--- config.mk ---
export PLATFORM = sky130hd
export DESIGN_NAME = adcres_regs
export DESIGN_NICKNAME = d
export VERILOG_FILES = /design/src/rtl/adcres_pkg.sv /design/src/rtl/adcres_capture.sv /design/src/rtl/adcres_format.sv /design/src/rtl/adcres_regs.sv
export SDC_FILE = /design/constraint.sdc
export NUM_CORES = 1
export LEC_CHECK = 0
export BUFFER_PORTS_ARGS = -buffer_cell sky130_fd_sc_hd__buf_4
export CORE_AREA = 5 5 42 44
export DETAILED_ROUTE_END_ITERATION = 8
export DIE_AREA = 0 0 47 49
export HOLD_SLACK_MARGIN = 0.12
export PLACE_DENSITY = 0.75
export SLEW_MARGIN = 10
export SYNTH_ARGS = -nofsm -noshare
export SYNTH_HDL_FRONTEND = slang
export SYNTH_HIERARCHICAL = 1
export SYNTH_SLANG_ARGS = --single-unit
--- constraint.sdc ---
create_clock -name clk -period 2.3 [get_ports clk]
set_clock_uncertainty 0.2 [all_clocks]
set_input_delay 0.23 -clock clk [delete_from_list [all_inputs] [get_ports clk]]
set_output_delay 0.23 -clock clk [all_outputs]
set_load 0.02 [all_outputs]
--- src/rtl/adcres_pkg.sv ---
package adcres_pkg;

    localparam int RES_W  = 10;
    localparam int BUS_W  = 8;
    localparam int SPILL_W = RES_W - BUS_W;       // result bits spilling into the other byte
    localparam int HPAD_W  = 2 * BUS_W - RES_W;   // zero pad in a right-justified high byte
    localparam int LPAD_W  = BUS_W - SPILL_W;     // zero pad in a left-justified low byte

    typedef enum logic [1:0] {
        JUST_RIGHT       = 2'b00,
        JUST_LEFT        = 2'b01,
        JUST_LEFT_SIGNED = 2'b10,
        JUST_RSVD        = 2'b11
    } just_e;

    typedef enum logic {
        SEL_LOW  = 1'b0,
        SEL_HIGH = 1'b1
    } bytesel_e;

    typedef struct packed {
        logic             valid;
        logic [RES_W-1:0] data;
    } conv_t;

    typedef struct packed {
        logic     hit;
        bytesel_e which;
    } rdreq_t;

    function automatic logic [BUS_W-1:0] format_byte(
        input just_e            m,
        input bytesel_e         s,
        input logic [RES_W-1:0] raw
    );
        logic [BUS_W-1:0] b;
        if (m == JUST_LEFT || m == JUST_LEFT_SIGNED) begin
            if (s == SEL_HIGH) begin
                b = raw[RES_W-1:SPILL_W];
                if (m == JUST_LEFT_SIGNED) b[BUS_W-1] = ~b[BUS_W-1];
            end else begin
                b = {raw[SPILL_W-1:0], {LPAD_W{1'b0}}};
            end
        end else begin
            if (s == SEL_HIGH) b = {{HPAD_W{1'b0}}, raw[RES_W-1:BUS_W]};
            else               b = raw[BUS_W-1:0];
        end
        return b;
    endfunction

endpackage

--- src/rtl/adcres_capture.sv ---
module adcres_capture
    import adcres_pkg::*;
(
    input  logic             clk,
    input  logic             rst,
    input  conv_t            conv,
    input  rdreq_t           rd,
    output logic [RES_W-1:0] raw_q,
    output logic             locked_q
);

    logic hi_read;
    logic lo_read;
    logic accept;

    assign hi_read = rd.hit && (rd.which == SEL_HIGH);
    assign lo_read = rd.hit && (rd.which == SEL_LOW);
    // a result landing with the high read or during the lock would tear the pair
    assign accept  = conv.valid && !locked_q && !hi_read;

    // stored result deliberately has no reset
    always_ff @(posedge clk) begin
        if (accept) raw_q <= conv.data;
    end

    always_ff @(posedge clk) begin
        if (rst)          locked_q <= 1'b0;
        else if (hi_read) locked_q <= 1'b1;
        else if (lo_read) locked_q <= 1'b0;
    end

endmodule

--- src/rtl/adcres_format.sv ---
module adcres_format
    import adcres_pkg::*;
(
    input  just_e            mode,
    input  bytesel_e         which,
    input  logic [RES_W-1:0] raw,
    output logic [BUS_W-1:0] byte_out
);

    always_comb begin
        byte_out = format_byte(mode, which, raw);
    end

endmodule

--- src/rtl/adcres_regs.sv ---
module adcres_regs
    import adcres_pkg::*;
(
    input  logic             clk,
    input  logic             rst,
    input  logic             conv_done,
    input  logic [RES_W-1:0] conv_data,
    input  logic [1:0]       mode,
    input  logic             reg_sel,
    input  logic             rd_en,
    output logic [BUS_W-1:0] rd_data
);

    conv_t            conv;
    rdreq_t           rdreq;
    logic [RES_W-1:0] raw_q;
    logic             locked_q;

    assign conv.valid  = conv_done;
    assign conv.data   = conv_data;
    assign rdreq.hit   = rd_en;
    assign rdreq.which = bytesel_e'(reg_sel);

    adcres_capture u_capture (
        .clk      (clk),
        .rst      (rst),
        .conv     (conv),
        .rd       (rdreq),
        .raw_q    (raw_q),
        .locked_q (locked_q)
    );

    adcres_format u_format (
        .mode     (just_e'(mode)),
        .which    (rdreq.which),
        .raw      (raw_q),
        .byte_out (rd_data)
    );

endmodule

==> metrics.txt <==
status=finished clean; 1st-pass router iterations=3; via count of the first global-routing pass=476; remaining max-slew budget at the tightest pin=0.713; PwrDens=568 nW/um^2; global routing usage on met2=0.222; number of cells on the worst reg-to-reg path=3; Final min period=1.87 ns; largest area contributor in the synthesized netlist=edfxtp_1; overflow left after global routing=0; GR Util met1=0.124; endpoint kind of the worst setup timing path=primary output; number of CTS-inserted buffers=3; setup repair after global routing missed its margin=false; violation count after the first detailed-route iteration=9; Async S/R FF share, synth=0; distinct cell type count of the synthesized netlist=17; detail-routed via count per cell=4.83; fraction of the mapped netlist area in compound gates=0.129; critical path launch point type=input pin; Post-Route WL=1.17 mm; reg2reg setup slack=0.93 ns; detailed-route via count=435; peak ir drop on the vdd network=0.000328 V; Clock Sinks=11; critical path required time=1.87 ns; horizontal die dimension=47 um; most numerous cell in the Yosys netlist=edfxtp_1; list of most frequent post-synthesis cells=10 x edfxtp_1, 5 x a22o_1, 4 x mux2i_1; main combinational cell family by area after synthesis=compound AO/OA/AOI/OAI gates; multiplexer share of the synthesized area=0.106; simple-gate area share of the yosys netlist=0.0815; start-to-end type of the worst setup path=input pin to primary output; count of input and output buffers=24; leading register cell type out of synthesis=edfxtp_1; cell leakage power=0.383 nW; number of gates resized after CTS=0; data arrival time of the worst path=1.44 ns; worst flop-to-flop path endpoint=u_capture/locked_q; startpoint of the worst setup timing path=mode[1]; Global Route met3 Usage=0.0148; Crit Path Max Fanout=8; Max clock buf depth=2; ratio of final minimum period to clock period=0.814; P&R area growth vs syn=64.3%; adder and majority gate portion of the synthesized area=0.0240; Routed Antenna Nets=0; Sequential cell area=320 um^2; measured slew at the worst slew-check pin=0.431 ns; Post-Place Setup Slack=0.427 ns; largest net degree at the start of global routing=11; final net count=93; clock tree from TritonCTS=yes; non-filler instance count after layout=90; hold slack=0.396 ns; critical register-to-register path startpoint=u_capture/locked_q; final instance area=857 um^2; post-CTS setup-driven buffer insertion count=0; final hold violation count=0; starting density of the core=0.372; mean area per synthesized cell=14.9 um^2; Gate Count Post-Synth=35; Chip Height=49 um; clock latency at the later pin of the worst-skew pair=0.26 ns; clock-pin slew reported for the worst setup and hold paths after clock tree synthesis=0.06 ns; max-cap violations=0; floorplan die area=2300 um^2; antenna diode instance count=0; H-tree levels=1; routed wirelength normalized by instance count=13.0 um; Seq cells post-synth=11; nets in the synthesized netlist=53; global-route wire length before repair=2.00 mm; number of antenna violations at the first check in global routing=0; Core Rows=14; top area cells in the synthesized netlist=edfxtp_1 58%, a22o_1 8.4%, mux2i_1 7.7%; accumulated negative setup slack=0 ns; share of the synthesized netlist area taken by xor and xnor gates=0.0168; count of flip-flops with a built-in enable after synthesis=10; Core Util, Final=0.612; count of boundary I/O pins=25; kind of path behind the tightest hold check=input pin to flop; Post-CTS Hold Fix Bufs=12; footprint of the multi-input gates=186 um^2; Post-Place Cells=74; fmax=534 MHz; Top Usage Layer GRT=met2; total of fill cells in the finished design=113; area of the mapped netlist=522 um^2; setup-violating endpoint count in the final report=0; Root Driver=clkbuf_4; placeable core region=1400 um^2; layout cells sized above 1=0.405; portion of synthesized cell area occupied by the leading cell type=0.576; endpoint of the most critical setup path=rd_data[1]; area post-placement=711 um^2; DRC=0; max-slew violation total from the final report=0; Synth Warn #=6; overall routing resource usage=0.124; RePlAce Congestion=0.624; Final Power=0.487 mW; worst setup margin=0.427 ns; proportion of synthesized chip area in sequential cells=0.614
==> layout by cell type (no fill, tap or decap) <==
cell type / count
a21oi_2: 1
a22o_1: 5
and2b_1: 1
and3b_1: 1
buf_4: 24
clkbuf_1: 1
clkbuf_4: 3
dfxtp_1: 1
dlygate4sd3_1: 12
edfxtp_1: 10
ha_1: 1
inv_1: 1
mux2_4: 1
mux2i_1: 4
nand2_1: 3
nand2b_1: 1
nor2b_2: 1
o22ai_1: 1
o2bb2ai_1: 1
xor2_1: 1
==> layout make-up <==
| class | count | area share |
|---|---|---|
| timing repair buffer | 36 | 0.350 |
| clock buffer | 4 | 0.0307 |
| inverter | 1 | 0.00438 |
| sequential | 11 | 0.374 |
| multi-input combinational | 22 | 0.218 |
| tap | 16 | 0.0234 |
==> worst max-delay path, stage by stage <==
cell	delay, ns
buf_4	0.11
ha_1	0.45
mux2_4	0.33
a22o_1	0.17
buf_4	0.15
==> cell families (layout without fill, tap and decap cells) <==
group / Yosys count / count (layout)
AO/OA/AOI/OAI: 8 / 8
adder cells (fa/ha/maj): 1 / 1
AND/OR/NAND/NOR: 7 / 7
multiplexers: 5 / 5
buffers and inverters: 2 / 41
XOR/XNOR: 1 / 1
flip-flops: 11 / 11
==> worst min-delay path by stage <==
stage | cells past startpoint | from | end
after global routing | 2 | conv_done | u_capture/raw_q[7]
after CTS | 2 | conv_done | u_capture/raw_q[6]
after floorplan | 1 | rst | u_capture/locked_q
after global placement | 2 | rst | u_capture/locked_q
final | 2 | conv_done | u_capture/raw_q[7]
after detailed placement | 2 | rst | u_capture/locked_q
==> layer usage <==
| layer | wire [um] | vias up |
|---|---|---|
| met4 | 30 | 0 |
| li1 | - | 213 |
| met3 | 88 | 4 |
| met2 | 637 | 18 |
| met5 | 0 | - |
| met1 | 413 | 200 |
==> report_power, final <==
group	switching (mW)	internal [mW]
clock network	0.0569	0.0670
logic	0.0549	0.0704
registers	0.00567	0.232
total	0.118	0.369
==> flip-flops by register name, indices dropped and copies added, names as in the netlist <==
signal	count
u_capture/raw_q	10
u_capture/locked_q	1
(Power assumes the default switching activity.)
